**src/rtl/burst_addr_pkg.sv**
```systemverilog
// Package: shared widths and the burst-order encoding for the burst address generator.
// Assumes: a burst is 2**BURST_CNT_W beats long and the order input is static during a burst.
package burst_addr_pkg;

    localparam int unsigned BURST_CNT_W  = 2;
    localparam int unsigned BURST_ADDR_W = 15;

    typedef enum logic {
        ORD_LINEAR     = 1'b0,
        ORD_INTERLEAVE = 1'b1
    } burst_order_e;

endpackage

```
**src/rtl/bag_base_reg.sv**
```systemverilog
// Module: holds the external base address captured at the start of a burst.
// Assumes: load_i is a single-cycle request from the controller; the value is held until the next load.
module bag_base_reg #(
    parameter int unsigned ADDR_W = 15
) (
    input  logic              clk,
    input  logic              rst_n,
    input  logic              load_i,
    input  logic [ADDR_W-1:0] base_i,
    output logic [ADDR_W-1:0] base_o
);

    logic [ADDR_W-1:0] base_q;

    // Capture the base on a load; clear it on reset.
    always_ff @(posedge clk) begin
        if (!rst_n)      base_q <= '0;
        else if (load_i) base_q <= base_i;
    end

    assign base_o = base_q;

    // the stored base is untouched between loads.
    assert_base_held_R3: assert property (@(posedge clk) disable iff (!rst_n)
        !load_i |=> $stable(base_q));

endmodule

```
**src/rtl/bag_beat_ctr.sv**
```systemverilog
// Module: beat counter for a burst; it clears on a load and wraps modulo the burst length.
// Assumes: a load has priority over an advance in the same cycle.
module bag_beat_ctr #(
    parameter int unsigned CNT_W = 2
) (
    input  logic             clk,
    input  logic             rst_n,
    input  logic             load_i,
    input  logic             adv_i,
    output logic [CNT_W-1:0] beat_o
);

    logic [CNT_W-1:0] cnt_q;

    // Restart on a load, step on an advance, hold otherwise.
    always_ff @(posedge clk) begin
        if (!rst_n)      cnt_q <= '0;
        else if (load_i) cnt_q <= '0;
        else if (adv_i)  cnt_q <= cnt_q + 1'b1;
    end

    assign beat_o = cnt_q;

    // an advance moves the beat by exactly one, modulo the burst length.
    assert_beat_step_R9: assert property (@(posedge clk) disable iff (!rst_n)
        (adv_i && !load_i) |=> cnt_q == CNT_W'($past(cnt_q) + 1'b1));

    // a wait cycle leaves the beat unchanged.
    assert_beat_wait_R6: assert property (@(posedge clk) disable iff (!rst_n)
        (!adv_i && !load_i) |=> $stable(cnt_q));

    // a load wins over a simultaneous advance.
    assert_load_restart_R8: assert property (@(posedge clk) disable iff (!rst_n)
        load_i |=> cnt_q == '0);

endmodule

```
**src/rtl/bag_low_map.sv**
```systemverilog
// Module: maps the base low bits and the beat index to the low address bits in either burst order.
// Assumes: purely combinational; the order select is static while a burst is running.
module bag_low_map
    import burst_addr_pkg::*;
#(
    parameter int unsigned CNT_W = 2
) (
    input  burst_order_e     order_i,
    input  logic [CNT_W-1:0] base_lo_i,
    input  logic [CNT_W-1:0] beat_i,
    output logic [CNT_W-1:0] lo_o
);

    logic [CNT_W-1:0] lin_lo;
    logic [CNT_W-1:0] ilv_lo;

    // Linear order is a wrapping sum of the start bits and the beat.
    assign lin_lo = base_lo_i + beat_i;

    // Interleaved order flips each start bit where the beat has a one.
    for (genvar b = 0; b < CNT_W; b++) begin : g_ilv
        assign ilv_lo[b] = base_lo_i[b] ^ beat_i[b];
    end

    // Pick the pattern named by the static order input.
    always_comb begin
        lo_o = (order_i == ORD_INTERLEAVE) ? ilv_lo : lin_lo;
    end

    // at beat 0 both orders present the start bits unchanged.
    always_comb begin
        if (beat_i == '0) assert_beat0_start_R4: assert (lo_o == base_lo_i);
    end

endmodule

```
**src/rtl/burst_addr_gen.sv**
```systemverilog
// Module: top of the burst address generator. It joins the base register, the beat counter and the low-bit mapper.
// Assumes: the controller issues load_i and adv_i as synchronous strobes; order_i changes only between bursts.
module burst_addr_gen
    import burst_addr_pkg::*;
#(
    parameter int unsigned ADDR_W = BURST_ADDR_W,
    parameter int unsigned CNT_W  = BURST_CNT_W
) (
    input  logic              clk,
    input  logic              rst_n,
    input  logic              load_i,
    input  logic              adv_i,
    input  logic              order_i,
    input  logic [ADDR_W-1:0] base_addr_i,
    output logic [ADDR_W-1:0] addr_o,
    output logic [CNT_W-1:0]  beat_o
);

    localparam int unsigned HI_W = ADDR_W - CNT_W;

    logic [ADDR_W-1:0] base_q;
    logic [CNT_W-1:0]  beat_q;
    logic [CNT_W-1:0]  lo_bits;
    burst_order_e      order_sel;

    // Convert the static order pin to the shared enum.
    always_comb begin
        order_sel = burst_order_e'(order_i);
    end

    bag_base_reg #(.ADDR_W(ADDR_W)) u_base (
        .clk    (clk),
        .rst_n  (rst_n),
        .load_i (load_i),
        .base_i (base_addr_i),
        .base_o (base_q)
    );

    bag_beat_ctr #(.CNT_W(CNT_W)) u_ctr (
        .clk    (clk),
        .rst_n  (rst_n),
        .load_i (load_i),
        .adv_i  (adv_i),
        .beat_o (beat_q)
    );

    bag_low_map #(.CNT_W(CNT_W)) u_map (
        .order_i   (order_sel),
        .base_lo_i (base_q[CNT_W-1:0]),
        .beat_i    (beat_q),
        .lo_o      (lo_bits)
    );

    // Assemble the array address from the held upper bits and the generated low bits.
    assign addr_o = {base_q[ADDR_W-1:CNT_W], lo_bits};
    assign beat_o = beat_q;

    // the first cycle after reset presents address zero at beat zero.
    assert_reset_clear_R1: assert property (@(posedge clk) disable iff (!rst_n)
        !$past(rst_n) |-> (addr_o == '0 && beat_o == '0));

    // a load presents the sampled base address at beat zero.
    assert_load_addr_R2: assert property (@(posedge clk) disable iff (!rst_n)
        load_i |=> (addr_o == $past(base_addr_i) && beat_o == '0));

    // the upper address bits hold while no load occurs.
    assert_hi_held_R3: assert property (@(posedge clk) disable iff (!rst_n)
        !load_i |=> $stable(addr_o[ADDR_W-1:ADDR_W-HI_W]));

    // in linear order an advance raises the low bits by one.
    assert_linear_step_R4: assert property (@(posedge clk) disable iff (!rst_n)
        (adv_i && !load_i && order_i == 1'b0) |=>
            (!$stable(order_i) || addr_o[CNT_W-1:0] == CNT_W'($past(addr_o[CNT_W-1:0]) + 1'b1)));

    // in interleaved order an advance flips exactly the bits that change in the beat index.
    assert_ilv_step_R5: assert property (@(posedge clk) disable iff (!rst_n)
        (adv_i && !load_i && order_i == 1'b1) |=>
            (!$stable(order_i) ||
             (addr_o[CNT_W-1:0] ^ $past(addr_o[CNT_W-1:0])) == (beat_o ^ $past(beat_o))));

    // a wait cycle holds the whole address.
    assert_addr_wait_R6: assert property (@(posedge clk) disable iff (!rst_n)
        (!adv_i && !load_i && $stable(order_i)) |=> $stable(addr_o));

endmodule

```
**config.mk**
```make
export PLATFORM = sky130hd
export DESIGN_NAME = burst_addr_gen
export DESIGN_NICKNAME = d
export VERILOG_FILES = /design/src/rtl/burst_addr_pkg.sv /design/src/rtl/bag_base_reg.sv /design/src/rtl/bag_beat_ctr.sv /design/src/rtl/bag_low_map.sv /design/src/rtl/burst_addr_gen.sv
export SDC_FILE = /design/constraint.sdc
export NUM_CORES = 1
export LEC_CHECK = 0
export ABC_AREA = 1
export BUFFER_PORTS_ARGS = -buffer_cell sky130_fd_sc_hd__buf_2
export CORE_ASPECT_RATIO = 1.2
export CORE_MARGIN = 8
export CORE_UTILIZATION = 40
export CTS_BUF_LIST = sky130_fd_sc_hd__clkbuf_2 sky130_fd_sc_hd__clkbuf_4 sky130_fd_sc_hd__clkbuf_8
export DETAILED_ROUTE_END_ITERATION = 7
export GPL_ROUTABILITY_DRIVEN = 1
export PLACE_DENSITY = 0.81
export SLEW_MARGIN = 15
export SYNTH_ARGS = -nofsm -noshare
export SYNTH_HDL_FRONTEND = slang
export SYNTH_SLANG_ARGS = --single-unit
```
**constraint.sdc**
```tcl
create_clock -name clk -period 1.52 [get_ports clk]
set_clock_uncertainty 0.2 [all_clocks]
set_input_delay 0.304 -clock clk [delete_from_list [all_inputs] [get_ports clk]]
set_output_delay 0.304 -clock clk [all_outputs]
set_load 0.01 [all_outputs]
```
==> results of run 1 <==
sequential cells by signal, summed over array words and instances (netlist names):
| name | cells |
|---|---|
| u_ctr.beat_o | 2 |
| u_base.base_o | 15 |
cells in the mapped netlist, drive strengths merged:
master / n
o21ai: 17
buf: 16
inv: 8
dfxtp: 17
nand3: 2
ha: 1
a21oi: 1
nor2: 33
nand2: 7
routing by layer:
layer  vias to the layer above  share of wire (%)
met3                         0                5.3
li1                        356                  -
met4                         0                  0
met2                        23                 52
met5                         -                  0
met1                       298                 43
power groups by stage:
stage	clock network [mW]	registers [mW]	logic (mW)
global route	0.280	0.495	0.174
detailed placement	0	0.499	0.147
global placement	0	0.498	0.142
CTS	0.263	0.491	0.151
finish	0.256	0.491	0.153
floorplan	0	0.498	0.112
metrics by stage:
| step | power [mW] | area (µm²) | cells | TNS [ns] | hold slack [ns] |
|---|---|---|---|---|---|
| final | 0.900 | 925 | 146 | -0.137 | 0.0367 |
| after CTS | 0.905 | 916 | 146 | -0.157 | 0.0348 |
| after floorplan | 0.610 | 781 | 102 | 0 | 0.232 |
| after detailed placement | 0.646 | 863 | 141 | 0 | 0.270 |
| after global placement | 0.640 | 863 | 141 | 0 | 0.262 |
| after global routing | 0.949 | 925 | 146 | -0.218 | 0.0345 |
layout make-up:
type                    instances  area share, %
clock buffers                   4           3.25
inverters                       8           3.25
multi-input cells              61           32.9
flip-flops and latches         17           37.1
well taps                      19           2.57
repair buffers                 37           21.0
worst max path at each step:
| stage | endpoint | slack, ns |
|---|---|---|
| detailed placement | addr_o[1] | 0.08 |
| finish | addr_o[1] | -0.14 |
| global route | addr_o[1] | -0.22 |
| floorplan | addr_o[1] | 0.17 |
| global placement | addr_o[1] | 0.12 |
| CTS | addr_o[1] | -0.16 |
worst min-delay path: cells and delay by family:
| family | cells | cell delay (ns) |
|---|---|---|
| AND/OR/NAND/NOR | 2 | 0.11 |
| buffers and inverters | 1 | 0.07 |
logic make-up (layout without fill, tap and decap cells):
group           Yosys count  in the layout  share of synthesized area (%)
compound gates           18             18                           12.0
fa+ha+maj                 1              1                           1.60
buf+inv                  24             49                           19.4
flops                    17             17                           43.6
simple gates             42             42                           23.4
timing repair:
item	CTS	global route
buffers inserted	1	0
setup endpoints to repair	2	2
resized for setup	5	2
cloned	0	0
==> results.sh, run 1 <==
export IMPL_status="complete, but fails checks"
export IMPL_violations="negative setup slack"
export IMPL_grt_max_degree=17
export IMPL_cts_buffer_depth=2
export IMPL_use_met3_pct=3.75
export IMPL_die_area_um2=3630
export IMPL_intPower_uw=665
export IMPL_fillerInstances=195
export IMPL_seq_area_um2=343
export IMPL_setup_viol=1
export IMPL_place_congestion=0.664
export IMPL_grt_pass1_wl_mm=2.94
export IMPL_fin_util_pct=50.0
export IMPL_min_period_over_period_pct=109
export IMPL_clk_pin_slew_ns=0.10
export IMPL_crit_path_start_kind="register"
export IMPL_cts_hold_buffers_added=0
export IMPL_use_met1_pct=10.0
export IMPL_cpPeakStageDelay_ns=0.36
export IMPL_h_tree_depth=1
export IMPL_fin_ws_ns=-0.137
export IMPL_switching_share_pct=26.2
export IMPL_vdd_drop_max_mv=0.483
export IMPL_min_path_type="input port to register"
export IMPL_synth_cell_types=14
export IMPL_cp_arrival_ns=1.15
export IMPL_ant_nets=0
export IMPL_syn_area_um2=781
export IMPL_tightestPinTransition_ns=0.354
export IMPL_ios=37
export IMPL_wl_per_cell_um=11.9
export IMPL_drive_gt1_share_pct=44.9
export IMPL_min_path_cells=3
export IMPL_grt_overflow_total=0
export IMPL_crit_buf_inv=3
export IMPL_detailed_place_hpwl_mm=1.34
export IMPL_n_antenna_cell=0
export IMPL_synth_seq_cells=17
export IMPL_cts_tree="yes"
export IMPL_p_leak_nw=0.477
export IMPL_cts_buffers=3
export IMPL_grt_busiest_layer="met2"
export IMPL_slew_headroom_pct=76.4
export IMPL_core_area_um2=1850
export IMPL_fin_nets=149
export IMPL_crit_required_ns=1.02
export IMPL_clk_insertion_delay_late_ns=0.28
export IMPL_synthesis_nets=123
export IMPL_area_growth_pct=18.4
export IMPL_seq_power_share_pct=54.5
export IMPL_clockPowerShare_pct=28.4
export IMPL_synth_top_area_cell="dfxtp_1"
export IMPL_syn_avg_cell_area_um2=7.65
export IMPL_reg2reg_slack_ns=0.45
export IMPL_drv_slew=0
export IMPL_first_iter_violations=9
export IMPL_vias=677
export IMPL_grt_use_total_pct=9.70
export IMPL_drt_total_wl_mm=1.73
export IMPL_syn_inst=102
export IMPL_fin_crit_ns=1.66
export IMPL_end_kind="primary output"
export IMPL_r2r_cells=5
export IMPL_ys_seq_area_share_pct=43.6
export IMPL_grt_pass1_vias=707
export IMPL_cp_max_fo=2
export IMPL_rsz0062_at_grt="yes"
export IMPL_crit_chain="ha_4 -> inv_2 -> nor2_2 -> nand3_1 -> nand2_1 -> inv_1 -> buf_2"
export IMPL_multi_input_area_um2=304
export IMPL_root_buffer="clkbuf_4"
export IMPL_route_detailed_drc=0
export IMPL_via_per_inst=4.64
export IMPL_layout_common_cells="35 x buf_2, 23 x nor2_1, 15 x dfxtp_1"
export IMPL_maxCapViolations=0
export IMPL_crit_path_top_delay_cell="dfxtp_2"
export IMPL_power_switching_uw=236
export IMPL_num_rows=17
export IMPL_r2r_end="u_ctr.beat_o[1]"
export IMPL_reg2reg_from="u_ctr.beat_o[0]"
export IMPL_pre_cts_ws_ns=0.0813
export IMPL_clock_sinks=17
export IMPL_port_buffers=36
export IMPL_combPwrFrac_pct=17.0
export IMPL_hold_end="u_base.base_o[11]"
export IMPL_die_h_um=64.4
export IMPL_startpoint="u_ctr.beat_o[0]"
export IMPL_antenna_found_initial=0
export IMPL_grt_use_met2_pct=17.2
export IMPL_drt_pass1_iterations=4
export IMPL_cp_num_cells=7
export IMPL_powerDensity_nw_per_um2=974
export IMPL_critical_path_class="register to primary output"
export IMPL_yosys_top_cells_area="dfxtp_1 44%, buf_4 13%, nor2_1 12%"
export IMPL_hold_viol=0
export IMPL_final_common_cell="buf_2"
export IMPL_crit_family="flip-flops"
export IMPL_min_from="base_addr_i[11]"
export IMPL_netlist_area_leader_share_pct=43.6
export IMPL_start_util_pct=42.2
export IMPL_fmax_mhz=603
export IMPL_die_x_um=56.3
export IMPL_yosys_warnings=0
Note: power is estimated with default switching activity, not from simulation.
==> run 2: changes to the inputs <==
BUFFER_PORTS_ARGS = not set   (was -buffer_cell sky130_fd_sc_hd__buf_2)
DONT_BUFFER_PORTS = 1   (was not set)
PLACE_DENSITY = 0.64   (was 0.81)
SETUP_SLACK_MARGIN = 0.5   (was not set)
==> results.sh, run 2 (synthesis results as in run 1) <==
export IMPL_status="complete, but fails checks"
export IMPL_via_per_inst=4.96
export IMPL_cp_arrival_ns=1.11
export IMPL_drt_pass1_iterations=3
export IMPL_port_buffers=0
export IMPL_h_tree_depth=1
export IMPL_crit_required_ns=1.02
export IMPL_die_h_um=64.4
export IMPL_tightestPinTransition_ns=0.367
export IMPL_violations="negative hold slack, negative setup slack"
export IMPL_ios=37
export IMPL_cts_buffer_depth=2
export IMPL_fin_ws_ns=-0.0901
export IMPL_drt_total_wl_mm=1.63
export IMPL_place_congestion=0.645
export IMPL_r2r_cells=4
export IMPL_min_path_type="input port to register"
export IMPL_slew_headroom_pct=75.5
export IMPL_fmax_mhz=621
export IMPL_crit_family="flip-flops"
export IMPL_min_period_over_period_pct=106
export IMPL_grt_max_degree=17
export IMPL_area_growth_pct=2.88
export IMPL_cts_tree="yes"
export IMPL_start_util_pct=42.2
export IMPL_cpPeakStageDelay_ns=0.39
export IMPL_wl_per_cell_um=14.4
export IMPL_combPwrFrac_pct=9.3
export IMPL_cts_buffers=3
export IMPL_first_iter_violations=6
export IMPL_route_detailed_drc=0
export IMPL_die_area_um2=3630
export IMPL_fin_crit_ns=1.61
export IMPL_grt_pass1_vias=628
export IMPL_clk_pin_slew_ns=0.09
export IMPL_core_area_um2=1850
export IMPL_clk_insertion_delay_late_ns=0.28
export IMPL_fin_nets=116
export IMPL_ant_nets=0
export IMPL_power_switching_uw=205
export IMPL_clockPowerShare_pct=29.9
export IMPL_grt_use_total_pct=9.15
export IMPL_grt_overflow_total=0
export IMPL_drv_slew=0
export IMPL_root_buffer="clkbuf_4"
export IMPL_fillerInstances=196
export IMPL_largest_reg_flops=15
export IMPL_hold_viol=17
export IMPL_detailed_place_hpwl_mm=1.19
export IMPL_powerDensity_nw_per_um2=1040
export IMPL_intPower_uw=632
export IMPL_n_antenna_cell=0
export IMPL_pre_cts_ws_ns=0.170
export IMPL_min_path_cells=2
export IMPL_num_rows=17
export IMPL_rsz0062_at_grt="yes"
export IMPL_crit_chain="ha_4 -> inv_2 -> nor2_2 -> nand3_1 -> nand2_1 -> inv_2"
export IMPL_holdWs_ns=-0.0564
export IMPL_vias=560
export IMPL_seq_power_share_pct=60.8
export IMPL_clock_sinks=17
export IMPL_cp_num_cells=6
export IMPL_crit_buf_inv=2
export IMPL_switching_share_pct=24.5
export IMPL_final_common_cell="nor2_1"
export IMPL_die_x_um=56.3
export IMPL_vdd_drop_max_mv=0.590
export IMPL_end_kind="primary output"
export IMPL_cpMostUsedCell="inv_2"
export IMPL_grt_pass1_wl_mm=2.71
export IMPL_setup_viol=1
export IMPL_maxCapViolations=0
export IMPL_crit_path_start_kind="register"
export IMPL_p_leak_nw=0.333
export IMPL_layout_common_cells="23 x nor2_1, 14 x o21ai_1, 10 x nor2_2, 10 x dfxtp_2, 7 x nand2_1"
export IMPL_antenna_found_initial=0
export IMPL_cp_max_fo=4
export IMPL_crit_path_top_delay_cell="dfxtp_4"
export IMPL_critical_path_class="register to primary output"
export IMPL_drive_gt1_share_pct=37.2
## run 2: path summary, 6_finish.rpt
check                            to             start  slack, ns
setup / recovery          addr_o[1]   u_ctr.beat_o[0]      -0.09
hold / removal    u_base.base_o[14]             rst_n      -0.06
setup reg to reg    u_ctr.beat_o[1]   u_ctr.beat_o[0]       0.56
hold reg to reg    u_base.base_o[0]  u_base.base_o[0]       0.32
## run 2: timing repair
item                       4_1_cts  5_1_grt
setup endpoints to repair       18       19
pin swaps                        0        2
hold buffers                     1        3
buffers inserted                 0        0
gates resized for setup         17        4
hold endpoints to repair        17       16
## run 2: per-stage QoR
step	utilization, %	cell area, µm²	cells	power (mW)	TNS [ns]
6_report	43.4	803	113	0.837	-0.0901
5_1_grt	43.4	803	113	0.883	-0.169
4_1_cts	41.2	763	110	0.854	-0.129
3_5_place_dp	37.9	701	105	0.590	0
3_3_place_gp	37.9	701	105	0.587	0
2_1_floorplan	-	798	102	0.614	0
## run 2: cell type report
class / count / area, µm² / area share, %
sequential: 17 / 375 / 46.7
inverter: 8 / 30.0 / 3.74
multi-input combinational: 61 / 304 / 37.9
clock buffer: 4 / 30.0 / 3.74
timing repair buffer: 4 / 40.0 / 4.98
tap: 19 / 23.8 / 2.96
## run 2: power groups by stage
stage	Combinational (mW)	Sequential, mW	Clock (mW)
CTS	0.0730	0.513	0.268
global placement	0.0679	0.519	0
floorplan	0.115	0.499	0
global route	0.0894	0.514	0.280
detailed placement	0.0700	0.520	0
finish	0.0778	0.509	0.250
## run 2: worst reg2reg max path: cells and delay by family (launching register included)
kind	cells	cell delay, ns
DFF	1	0.38
buffers and inverters	1	0.05
and+or+nand+nor	3	0.23
## run 2: per-layer routing
metal	vias to the layer above	wire length, µm	track usage, %
met1	252	573	8.01
li1	288	-	-
met2	18	870	16.5
met3	2	166	4.35
met5	-	0	0
met4	0	16	5.42
==> run 3: changes to the inputs <==
CORE_MARGIN = not set   (was 8)
==> results.sh, run 3 (synthesis results as in run 1) <==
export IMPL_area_growth_pct=2.88
export IMPL_n_antenna_cell=0
export IMPL_clk_pin_slew_ns=0.09
export IMPL_setup_viol=1
export IMPL_cp_max_fo=4
export IMPL_place_congestion=0.635
export IMPL_grt_use_total_pct=13.5
export IMPL_end_kind="primary output"
export IMPL_cts_buffer_depth=2
export IMPL_fmax_mhz=626
export IMPL_cp_arrival_ns=1.09
export IMPL_drt_total_wl_mm=1.33
export IMPL_die_area_um2=2130
export IMPL_num_rows=17
export IMPL_tightestPinTransition_ns=0.359
export IMPL_cts_tree="yes"
export IMPL_startpoint="u_ctr.beat_o[0]"
export IMPL_via_per_inst=4.96
export IMPL_clk_insertion_delay_late_ns=0.28
export IMPL_final_common_cell="nor2_1"
export IMPL_critical_path_class="register to primary output"
export IMPL_slew_headroom_pct=76.0
export IMPL_min_period_over_period_pct=105
export IMPL_status="complete, but fails checks"
export IMPL_fin_crit_ns=1.60
export IMPL_violations="negative hold slack, negative setup slack"
export IMPL_grt_max_degree=17
export IMPL_p_total_uw=839
export IMPL_crit_path_start_kind="register"
export IMPL_layout_common_cells="23 x nor2_1, 14 x o21ai_1, 14 x dfxtp_2"
export IMPL_fin_ws_ns=-0.0772
export IMPL_cts_buffers=3
export IMPL_fin_nets=117
export IMPL_drive_gt1_share_pct=36.8
export IMPL_crit_required_ns=1.02
export IMPL_ios=37
export IMPL_first_iter_violations=3
export IMPL_route_detailed_drc=0
export IMPL_h_tree_depth=1
export IMPL_vias=566
export IMPL_fin_util_pct=43.9
export IMPL_rsz0062_at_grt="yes"
export IMPL_largest_reg_flops=15
export IMPL_clock_sinks=17
export IMPL_ant_nets=0
export IMPL_antenna_found_initial=0
export IMPL_root_buffer="clkbuf_4"
export IMPL_drv_slew=0
export IMPL_drt_pass1_iterations=3
export IMPL_wl_per_cell_um=11.7
export IMPL_hold_viol=17
export IMPL_min_path_type="input port to register"
export IMPL_powerDensity_nw_per_um2=1040
export IMPL_detailed_place_hpwl_um=936
export IMPL_core_area_um2=1830
export IMPL_grt_overflow_total=0
export IMPL_start_util_pct=42.7
export IMPL_min_from="rst_n"
export IMPL_holdWs_ns=-0.0551
export IMPL_maxCapViolations=0
export IMPL_die_h_um=50.4
export IMPL_p_leak_nw=0.336
export IMPL_vdd_drop_max_mv=0.671
export IMPL_port_buffers=0
export IMPL_die_x_um=42.3
export IMPL_grt_pass1_wl_mm=2.17
export IMPL_reg2reg_from="u_ctr.beat_o[0]"
export IMPL_post_cts_buffers=0
export IMPL_grt_pass1_vias=542
## run 3: through the flow
| step | instance area, µm² | hold slack, ns | instances | setup TNS (ns) | setup slack [ns] |
|---|---|---|---|---|---|
| floorplan | 798 | 0.232 | 102 | 0 | 0.260 |
| global placement | 701 | 0.234 | 105 | 0 | 0.237 |
| CTS | 751 | -0.0675 | 109 | -0.117 | -0.117 |
| detailed placement | 701 | 0.243 | 105 | 0 | 0.198 |
| finish | 803 | -0.0551 | 114 | -0.0772 | -0.0772 |
| global route | 803 | -0.0722 | 114 | -0.152 | -0.152 |
## run 3: layout make-up
type / count / area, µm²
Clock buffer: 4 / 30.0
Timing Repair Buffer: 5 / 50.0
Fill cell: 191 / 1030
Tap cell: 19 / 23.8
Sequential cell: 17 / 365
Multi-Input combinational cell: 61 / 304
Inverter: 8 / 30.0
## run 3: critical path, stage by stage (launching register included)
cell and delay, ns:
dfxtp_4 0.39, ha_4 0.13, inv_2 0.03, nor2_2 0.07, nand3_1 0.07, nand2_1 0.08, inv_2 0.05
## run 3: repair_timing
action	4_1_cts	5_1_grt
endpoints found under the setup margin	18	18
endpoints found under the hold margin	17	16
pin swaps	1	0
resized for setup	16	1
## run 3: worst paths after layout
path,endpoint,slack (ns),depth (start not counted)
setup / recovery,addr_o[1],-0.08,6
hold / removal,u_base.base_o[4],-0.06,2
setup reg to reg,u_ctr.beat_o[1],0.58,4
hold reg to reg,u_base.base_o[8],0.32,2
## run 3: metal layers
metal	up-vias	GRT usage, %	wire, µm
li1	290	-	-
met1	256	14.6	557
met2	18	23.1	674
met3	2	2.88	87
met4	0	9.38	10
met5	-	0	0
## run 3: report_power, final
group / total (mW) / internal [mW] / switching (mW)
Sequential: 0.511 / 0.478 / 0.0325
Clock: 0.249 / 0.120 / 0.129
Combinational: 0.0795 / 0.0389 / 0.0406
